`src/rtl/irq_pkg.sv`:
```
package irq_pkg;
    localparam int NEXT   = 4;
    localparam int NPCH   = 4;
    localparam int NSRC   = NEXT + 2;
    localparam int DW     = NSRC + 1;
    localparam int AW     = 3;
    localparam int VW     = $clog2(NSRC);
    localparam int SRC_TMR  = NEXT;
    localparam int SRC_PORT = NEXT + 1;

    typedef enum logic [AW-1:0] {
        REG_FLAG = 3'd0,
        REG_ENA  = 3'd1,
        REG_PRIO = 3'd2,
        REG_POL  = 3'd3,
        REG_PORT = 3'd4
    } reg_addr_e;

    typedef logic [NSRC-1:0] src_vec_t;

    typedef struct packed {
        logic          hi;
        logic          lo;
        logic [VW-1:0] vec;
    } irq_req_t;

    function automatic logic [VW-1:0] first_set(src_vec_t v);
        logic [VW-1:0] r;
        r = '0;
        for (int i = NSRC - 1; i >= 0; i--) begin
            if (v[i]) r = VW'(i);
        end
        return r;
    endfunction
endpackage

```
`src/rtl/irq_sync.sv`:
```
module irq_sync #(
    parameter int W      = 4,
    parameter int STAGES = 2
) (
    input  logic         clk,
    input  logic         rst,
    input  logic [W-1:0] d,
    output logic [W-1:0] q
);
    logic [W-1:0] stg [STAGES];

    genvar s;
    generate
        for (s = 0; s < STAGES; s++) begin : g_stage
            if (s == 0) begin : g_first
                always_ff @(posedge clk) begin
                    if (rst) stg[0] <= '0;
                    else     stg[0] <= d;
                end
            end else begin : g_next
                always_ff @(posedge clk) begin
                    if (rst) stg[s] <= '0;
                    else     stg[s] <= stg[s-1];
                end
            end
        end
    endgenerate

    assign q = stg[STAGES-1];
endmodule

```
`src/rtl/irq_flags.sv`:
```
module irq_flags
    import irq_pkg::*;
(
    input  logic             clk,
    input  logic             rst,
    input  logic [NEXT-1:0]  ext_s,
    input  logic [NEXT-1:0]  pol,
    input  logic [NPCH-1:0]  port_s,
    input  logic             tmr_ovf,
    input  src_vec_t         clr,
    input  logic             port_rd,
    output src_vec_t         flag_q
);
    logic [NEXT-1:0] ext_prev;
    logic [NEXT-1:0] edge_hit;
    logic [NPCH-1:0] port_lat;
    logic            port_diff;
    src_vec_t        set_ev;

    always_ff @(posedge clk) begin
        if (rst) ext_prev <= '0;
        else     ext_prev <= ext_s;
    end

    genvar i;
    generate
        for (i = 0; i < NEXT; i++) begin : g_edge
            assign edge_hit[i] = pol[i] ? (ext_s[i] & ~ext_prev[i])
                                        : (~ext_s[i] & ext_prev[i]);
        end
    endgenerate

    assign port_diff = |(port_s ^ port_lat);
    assign set_ev    = {port_diff, tmr_ovf, edge_hit};

    always_ff @(posedge clk) begin
        if (rst) begin
            flag_q   <= '0;
            port_lat <= '0;
        end else begin
            flag_q <= (flag_q & ~clr) | set_ev;
            if (port_rd) port_lat <= port_s;
        end
    end

    generate
        for (i = 0; i < NSRC; i++) begin : g_chk
            AST_SET_WINS: assert property (@(posedge clk) disable iff (rst)
                set_ev[i] |=> flag_q[i]);
            AST_FLAG_STICKY: assert property (@(posedge clk) disable iff (rst)
                (flag_q[i] && !clr[i]) |=> flag_q[i]);
            AST_FLAG_CLEARS: assert property (@(posedge clk) disable iff (rst)
                (flag_q[i] && clr[i] && !set_ev[i]) |=> !flag_q[i]);
        end
    endgenerate
endmodule

```
`src/rtl/irq_arb.sv`:
```
module irq_arb
    import irq_pkg::*;
(
    input  src_vec_t flag,
    input  src_vec_t en,
    input  src_vec_t prio,
    input  logic     gie,
    output irq_req_t req,
    output logic     wake,
    output logic     branch
);
    src_vec_t pend, hi_v, lo_v;

    always_comb begin
        pend       = flag & en;
        hi_v       = pend & prio;
        lo_v       = pend & ~prio;
        req.hi     = |hi_v;
        req.lo     = (|lo_v) & ~req.hi;
        req.vec    = req.hi ? first_set(hi_v) : first_set(lo_v);
        wake       = |pend;
        branch     = wake & gie;
    end
endmodule

```
`src/rtl/irq_prio_ctrl.sv`:
```
module irq_prio_ctrl
    import irq_pkg::*;
(
    input  logic          clk,
    input  logic          rst,
    input  logic [3:0]    ext_pin,
    input  logic [3:0]    port_pin,
    input  logic          tmr_ovf,
    input  logic [2:0]    bus_addr,
    input  logic          bus_wr,
    input  logic          bus_rd,
    input  logic [6:0]    bus_wdata,
    output logic [6:0]    bus_rdata,
    output logic          irq_hi,
    output logic          irq_lo,
    output logic [2:0]    irq_vec,
    output logic          wake_req,
    output logic          branch_req
);
    localparam int SYNC_STAGES = 2;

    reg_addr_e        addr;
    logic [NEXT-1:0]  ext_s;
    logic [NPCH-1:0]  port_s;
    src_vec_t         flag_q, en_q, prio_eff, clr;
    logic [NSRC-1:1]  prio_q;
    logic [NEXT-1:0]  pol_q;
    logic             gie_q;
    logic             port_rd;
    irq_req_t         req;

    assign addr = reg_addr_e'(bus_addr);

    irq_sync #(.W(NEXT), .STAGES(SYNC_STAGES)) i_sync_ext (
        .clk(clk), .rst(rst), .d(ext_pin), .q(ext_s)
    );

    irq_sync #(.W(NPCH), .STAGES(SYNC_STAGES)) i_sync_port (
        .clk(clk), .rst(rst), .d(port_pin), .q(port_s)
    );

    assign clr     = (bus_wr && addr == REG_FLAG) ? bus_wdata[NSRC-1:0] : '0;
    assign port_rd = bus_rd && addr == REG_PORT;

    irq_flags i_flags (
        .clk(clk), .rst(rst), .ext_s(ext_s), .pol(pol_q), .port_s(port_s),
        .tmr_ovf(tmr_ovf), .clr(clr), .port_rd(port_rd), .flag_q(flag_q)
    );

    always_ff @(posedge clk) begin
        if (rst) begin
            en_q   <= '0;
            gie_q  <= 1'b0;
            prio_q <= '0;
            pol_q  <= '1;
        end else if (bus_wr) begin
            case (addr)
                REG_ENA: begin
                    en_q  <= bus_wdata[NSRC-1:0];
                    gie_q <= bus_wdata[NSRC];
                end
                REG_PRIO: prio_q <= bus_wdata[NSRC-1:1];
                REG_POL:  pol_q  <= bus_wdata[NEXT-1:0];
                default: ;
            endcase
        end
    end

    assign prio_eff = {prio_q, 1'b1};

    always_comb begin
        case (addr)
            REG_FLAG: bus_rdata = {1'b0, flag_q};
            REG_ENA:  bus_rdata = {gie_q, en_q};
            REG_PRIO: bus_rdata = {1'b0, prio_eff};
            REG_POL:  bus_rdata = {{(DW-NEXT){1'b0}}, pol_q};
            REG_PORT: bus_rdata = {{(DW-NPCH){1'b0}}, port_s};
            default:  bus_rdata = '0;
        endcase
    end

    irq_arb i_arb (
        .flag(flag_q), .en(en_q), .prio(prio_eff), .gie(gie_q),
        .req(req), .wake(wake_req), .branch(branch_req)
    );

    assign irq_hi  = req.hi;
    assign irq_lo  = req.lo;
    assign irq_vec = req.vec;

    AST_SRC0_HIGH: assert property (@(posedge clk) disable iff (rst)
        (flag_q[0] && en_q[0]) |-> (irq_hi && irq_vec == 3'd0));
    AST_LEVELS_EXCL: assert property (@(posedge clk) disable iff (rst)
        !(irq_hi && irq_lo));
    AST_VEC_RANGE: assert property (@(posedge clk) disable iff (rst)
        (irq_hi || irq_lo) |-> (int'(irq_vec) < NSRC));
    AST_BRANCH_GATED: assert property (@(posedge clk) disable iff (rst)
        branch_req |-> (wake_req && gie_q));
    AST_WAKE_HAS_SRC: assert property (@(posedge clk) disable iff (rst)
        wake_req |-> (irq_hi || irq_lo));
    AST_TMR_FLAG: assert property (@(posedge clk) disable iff (rst)
        tmr_ovf |=> flag_q[SRC_TMR]);
endmodule

```
`config.mk`:
```
export PLATFORM = sky130hd
export DESIGN_NAME = irq_prio_ctrl
export DESIGN_NICKNAME = d
export VERILOG_FILES = /design/src/rtl/irq_pkg.sv /design/src/rtl/irq_sync.sv /design/src/rtl/irq_flags.sv /design/src/rtl/irq_arb.sv /design/src/rtl/irq_prio_ctrl.sv
export SDC_FILE = /design/constraint.sdc
export NUM_CORES = 1
export LEC_CHECK = 0
export ABC_CLOCK_PERIOD_IN_PS = 3900
export BUFFER_PORTS_ARGS = -buffer_cell sky130_fd_sc_hd__buf_2
export CORE_ASPECT_RATIO = 2
export CORE_MARGIN = 3
export CORE_UTILIZATION = 45
export DETAILED_ROUTE_END_ITERATION = 6
export PLACE_DENSITY = 0.74
export SETUP_SLACK_MARGIN = 0.1
export SLEW_MARGIN = 20
export SYNTH_ARGS = -nofsm -noshare
export SYNTH_HDL_FRONTEND = slang
export SYNTH_SLANG_ARGS = --single-unit
```
`constraint.sdc`:
```
create_clock -name clk -period 3.9 [get_ports clk]
set_input_delay 0.78 -clock clk [delete_from_list [all_inputs] [get_ports clk]]
set_output_delay 0.78 -clock clk [all_outputs]
set_load 0.005 [all_outputs]
```
Word level (Yosys, flattened, before mapping). Memories as Yosys holds them, arrays and structs flattened. Index checks and enable logic that the tools add are counted.

Reductions and logical operators: 10. Mux-type cells: 26. Bitwise logic cells: 31. Equal/unequal tests: 4.

Operators with widths (number): $mux W3 (13); $pmux W7 S5 (1); $and A6 B6 Y6 (4); $reduce_or A6 Y1 (3); $mux W4 (4); $not A6 Y6 (2); $and A1 B1 Y1 (10); $not A1 Y1 (9); $mux W1 (7); $eq A3 B2 Y1 const B (2); $mux W6 (1); $or A6 B6 Y6 (1); $reduce_and A2 Y1 (3); $or A1 B1 Y1 (4); $reduce_or A4 Y1 (1); $xor A4 B4 Y4 (1); $eq A3 B1 Y1 const B (1); $eq A3 B3 Y1 const B (1); $logic_not A3 Y1 (1); $logic_and A1 B1 Y1 (2).

Logic and storage cells: 80. Flip-flop bits (word level): 30. Input bits: 23. Bits in writable memories: 16. Memories: 2. Output and inout port bits: 14.

Memory list: i_sync_ext.stg (words 2, bits a word 4, rd ports 2, clocked after Yosys merged registers in 0, write ports 2, RTL line irq_sync.sv:10) `logic [W-1:0] stg [STAGES];`; i_sync_port.stg (words 2, bits a word 4, rd ports 2, clocked after Yosys merged registers in 0, write ports 2, RTL line irq_sync.sv:10).

Logic depth before layout (Yosys ltp).
Depth after elaboration: 9. Depth in mapped cells: 5. Mapped depth without buffers: 4.

Cells and area by module. A second synthesis with hierarchy kept.

Cell total of the unflattened synthesis: 234. Area total of the unflattened synthesis: 2144.6 um2.

Modules (own cells, without submodules): irq_prio_ctrl (cells each 102, times used 1, area each 933.4 um2, sequential area each 320.3 um2); irq_flags (cells each 58, times used 1, area each 545.5 um2, sequential area each 280.3 um2); irq_sync (cells each 16, times used 2, area each 210.2 um2, sequential area each 160.2 um2); irq_arb (cells each 42, times used 1, area each 245.2 um2, sequential area each 0.0 um2).

Least setup slack after synthesis. OpenSTA, ideal clock, no wires.

Path kind: input-to-output. Start: in bus_addr[2]. End: out bus_rdata[0]. Data arrival time: 1.563 ns. Buffers on the path: 2. Stages on the path: 5. Data required time: 3.120 ns. Slack: 1.557 ns. Cells stage by stage: buf_2 > clkbuf_1 > nor2_1 > a31oi_1 > o22ai_1.

Cells in the longest elaborated chain, start to end: 2. Elaborated cells between the ends (all ways): 6. Those cells by class: 4 x eq/ne; 1 x mux; 1 x reduce/logical.

Ends and longest elaborated chain: from (decl) (RTL line irq_prio_ctrl.sv:9) `input logic [2:0] bus_addr,`; $eq A3 B3 Y1, or another cell as far along (RTL line irq_prio_ctrl.sv:72) `case (addr)`; $pmux W7 S5 (*) (RTL line irq_prio_ctrl.sv:72); to (decl) (RTL line irq_prio_ctrl.sv:13) `output logic [6:0] bus_rdata,`.

Mark *: on every way between the ends. The rest lies on a longest branch, timed or not.

Worst setup path in the final report.
Start: in bus_addr[0]. End: out bus_rdata[1].

Same word-level chain as after synthesis.

==> out/results.ini <==
[run_status]
status = finished, final reports clean

[critical_path]
max_stage_delay_ps = 580
crit_path_cell_trace = buf_2, mux4_1, inv_1, o21ai_0, buf_2
path_class = primary input to output port
cp_max_fo = 14
path_common_cell = buf_2
critPathLaunchType = primary input
critPathArrivalTime_ps = 1900
crit_path_end_kind = output port
cpMaxStageDelayCell = mux4_1
worst-endpoint-required_ps = 3120

[cts]
ctsHoldBuffers = 0
cts_made_buffers = 5
cts_buffer_depth = 2
clk_pin_slew_worst_paths_ps = 70
ctsResizeCount = 0
htreeDepth = 2
postCtsSetupBuffers = 0
cts_num_sinks = 46
cts_tree = yes
insertion_delay_ps = 290
cts_root_buf = clkbuf_8

[yosys]
synth_seq_area_share = 0.4463
synthArstFlopShare = 0
synth_ff_type = dfxtp_1
synth_area_um2 = 2063
synth.distinct_cells = 32
ys_seq_elements = 46
yosys_warnings = 0
synth_edf_count = 0
avgSynthCellArea_um2 = 9.089
synth.net_count = 250
synthCells = 227

[power]
vdd_drop_max_mv = 0.2765
p_per_area_nw_per_um2 = 392.4
p_total_uw = 930.9
leakage_nw = 0.9941

[place]
place_ws_ps = 1223
io_buffers = 36
numPlacedInstances = 306
gp_congestion = 0.8506
placed_cell_area_um2 = 2260
dpl.hpwl_um = 3173

[sta]
max_slew.worst_pin.slew_ps = 810.6
relSlewSlack = 0.4596
min_period_ps = 2678
finalSetupViolCount = 0
fin_skew_ps = 3.260
max_freq_ghz = 0.3734
rsz0062_at_grt = no
fin_tns_setup_ps = 0
slew_viol_final = 0
min_period_over_period = 0.6867
setup_slack_ps = 1222
holdWs_ps = 436.9
hold_violations = 0

[finish]
synthToLayoutAreaGrowth_pct = 14.98
num_antenna_cells = 0
drive_above_1_share = 0.1853
nets = 282
instances_no_fill = 313
fillers = 441
design_area_um2 = 2372
final_util = 0.5414

[floorplanning]
die_width_um = 53.88
dieArea_um2 = 5483
die-height_um = 101.8
initial_core_util = 0.4709
rows = 34
ioPinCount = 37
core_area_um2 = 4382

[flow_run]
drv_cap = 0

[min_path]
min-delay-path-class = register to register

[drt]
wire_per_inst_um = 13.43
drt_iter0_drc = 22
antenna_left = 0
vias = 1671
drc = 0
viasPerCell = 5.339
dr.pass1.iters = 4
drt_wl_total_um = 4204

[grt]
grt_max_degree = 47
grt_pass1_vias = 1517
globalRouteTotalUtil = 0.1663
grt_pass1_wl_um = 6665
grt.overflow.total = 0
antenna_found_initial = 0

critical path, delay by kind of cell:
kind            cells  cell delay [ps]
mux                 1              580
compound gates      1               50
buf+inv             3              480
cell usage in the layout (no fill, tap or decap), types with 2 or more instances in the layout:
master    Yosys  layout
mux2i_1      22      22
a221oi_1      4       4
and2_1        2       2
nor2b_1      26      26
buf_2         2      36
dfxtp_1      46      46
o22ai_1       2       2
nand2_1      12      12
nor4b_4       2       2
nand3_1       6       6
xnor2_1       4       4
inv_1         5       5
nor2_1       40      40
nand4_1       3       3
clkbuf_8      0       6
a21oi_1      12      12
and3_1        4       4
and3b_1       3       3
o21ai_0       5       5
a211o_1       4       4
nor3b_1       4       4
synth_stat cells (all sizes together) (2+ instances only):
cell | number | area (µm²)
a211o | 4 | 35.03
a21oi | 12 | 60.06
a221oi | 4 | 35.03
and2 | 2 | 12.51
and3 | 4 | 25.02
and3b | 3 | 26.28
buf | 4 | 25.02
clkbuf | 7 | 26.28
dfxtp | 46 | 920.9
inv | 6 | 22.52
mux2i | 22 | 220.2
nand2 | 12 | 45.04
nand3 | 6 | 30.03
nand4 | 3 | 18.77
nor2 | 40 | 150.1
nor2b | 26 | 162.7
nor3b | 4 | 30.03
nor4b | 2 | 47.55
o21ai | 5 | 25.02
o22ai | 2 | 12.51
xnor2 | 4 | 35.03
area by class of cell:
class | count | area (µm²) | area share
clock buffers | 6 | 82.58 | 0.03481
clock inverters | 1 | 30.03 | 0.01266
inverters | 6 | 22.52 | 0.009494
multi-input cells | 164 | 1069 | 0.4504
flip-flops and latches | 46 | 920.9 | 0.3882
well taps | 54 | 67.56 | 0.02848
repair buffers | 36 | 180.2 | 0.07595
registers in the layout, indices dropped and copies added (netlist names):
register / count
i_sync_ext.stg: 8
i_flags.port_lat: 4
i_flags.flag_q: 6
pol_q: 4
i_sync_port.stg: 8
prio_q: 5
gie_q: 1
i_flags.ext_prev: 4
en_q: 6
where the power goes:
group | internal (mW) | switching [mW] | leakage (nW) | total [mW]
Sequential | 0.487 | 0.0140 | 0.376 | 0.501
Clock | 0.205 | 0.145 | 0.0573 | 0.350
Combinational | 0.0385 | 0.0420 | 0.560 | 0.0805
final timing paths:
check / from / to / slack [ps] / cells past startpoint
min reg2reg: i_sync_port.stg[0][0] / i_sync_port.stg[1][0] / 440 / 1
max: bus_addr[0] / bus_rdata[1] / 1220 / 5
max reg2reg: i_sync_port.stg[1][2] / i_flags.flag_q[5] / 2950 / 4
min: i_sync_port.stg[0][0] / i_sync_port.stg[1][0] / 440 / 1
routing by layer:
| metal | global-route usage | share of wire | wire (µm) | vias up |
|---|---|---|---|---|
| met3 | 0.03093 | 0.044 | 187 | 8 |
| met1 | 0.1657 | 0.39 | 1640 | 772 |
| met4 | 0.09252 | 0.027 | 115 | 0 |
| li1 | - | - | - | 844 |
| met5 | 0 | 0 | 0 | - |
| met2 | 0.3028 | 0.54 | 2261 | 47 |
cell families after synthesis:
kind of cell              count (synthesis)  share of synthesized area
AOI/OAI and AO/OA                        32                     0.1019
xor gates and xnor gates                  4                    0.01698
buffers and inverters                    17                    0.03578
DFF                                      46                     0.4463
muxes                                    23                     0.1195
and+or+nand+nor                         105                     0.2796
No activity file was read; power rests on OpenSTA's default activity.
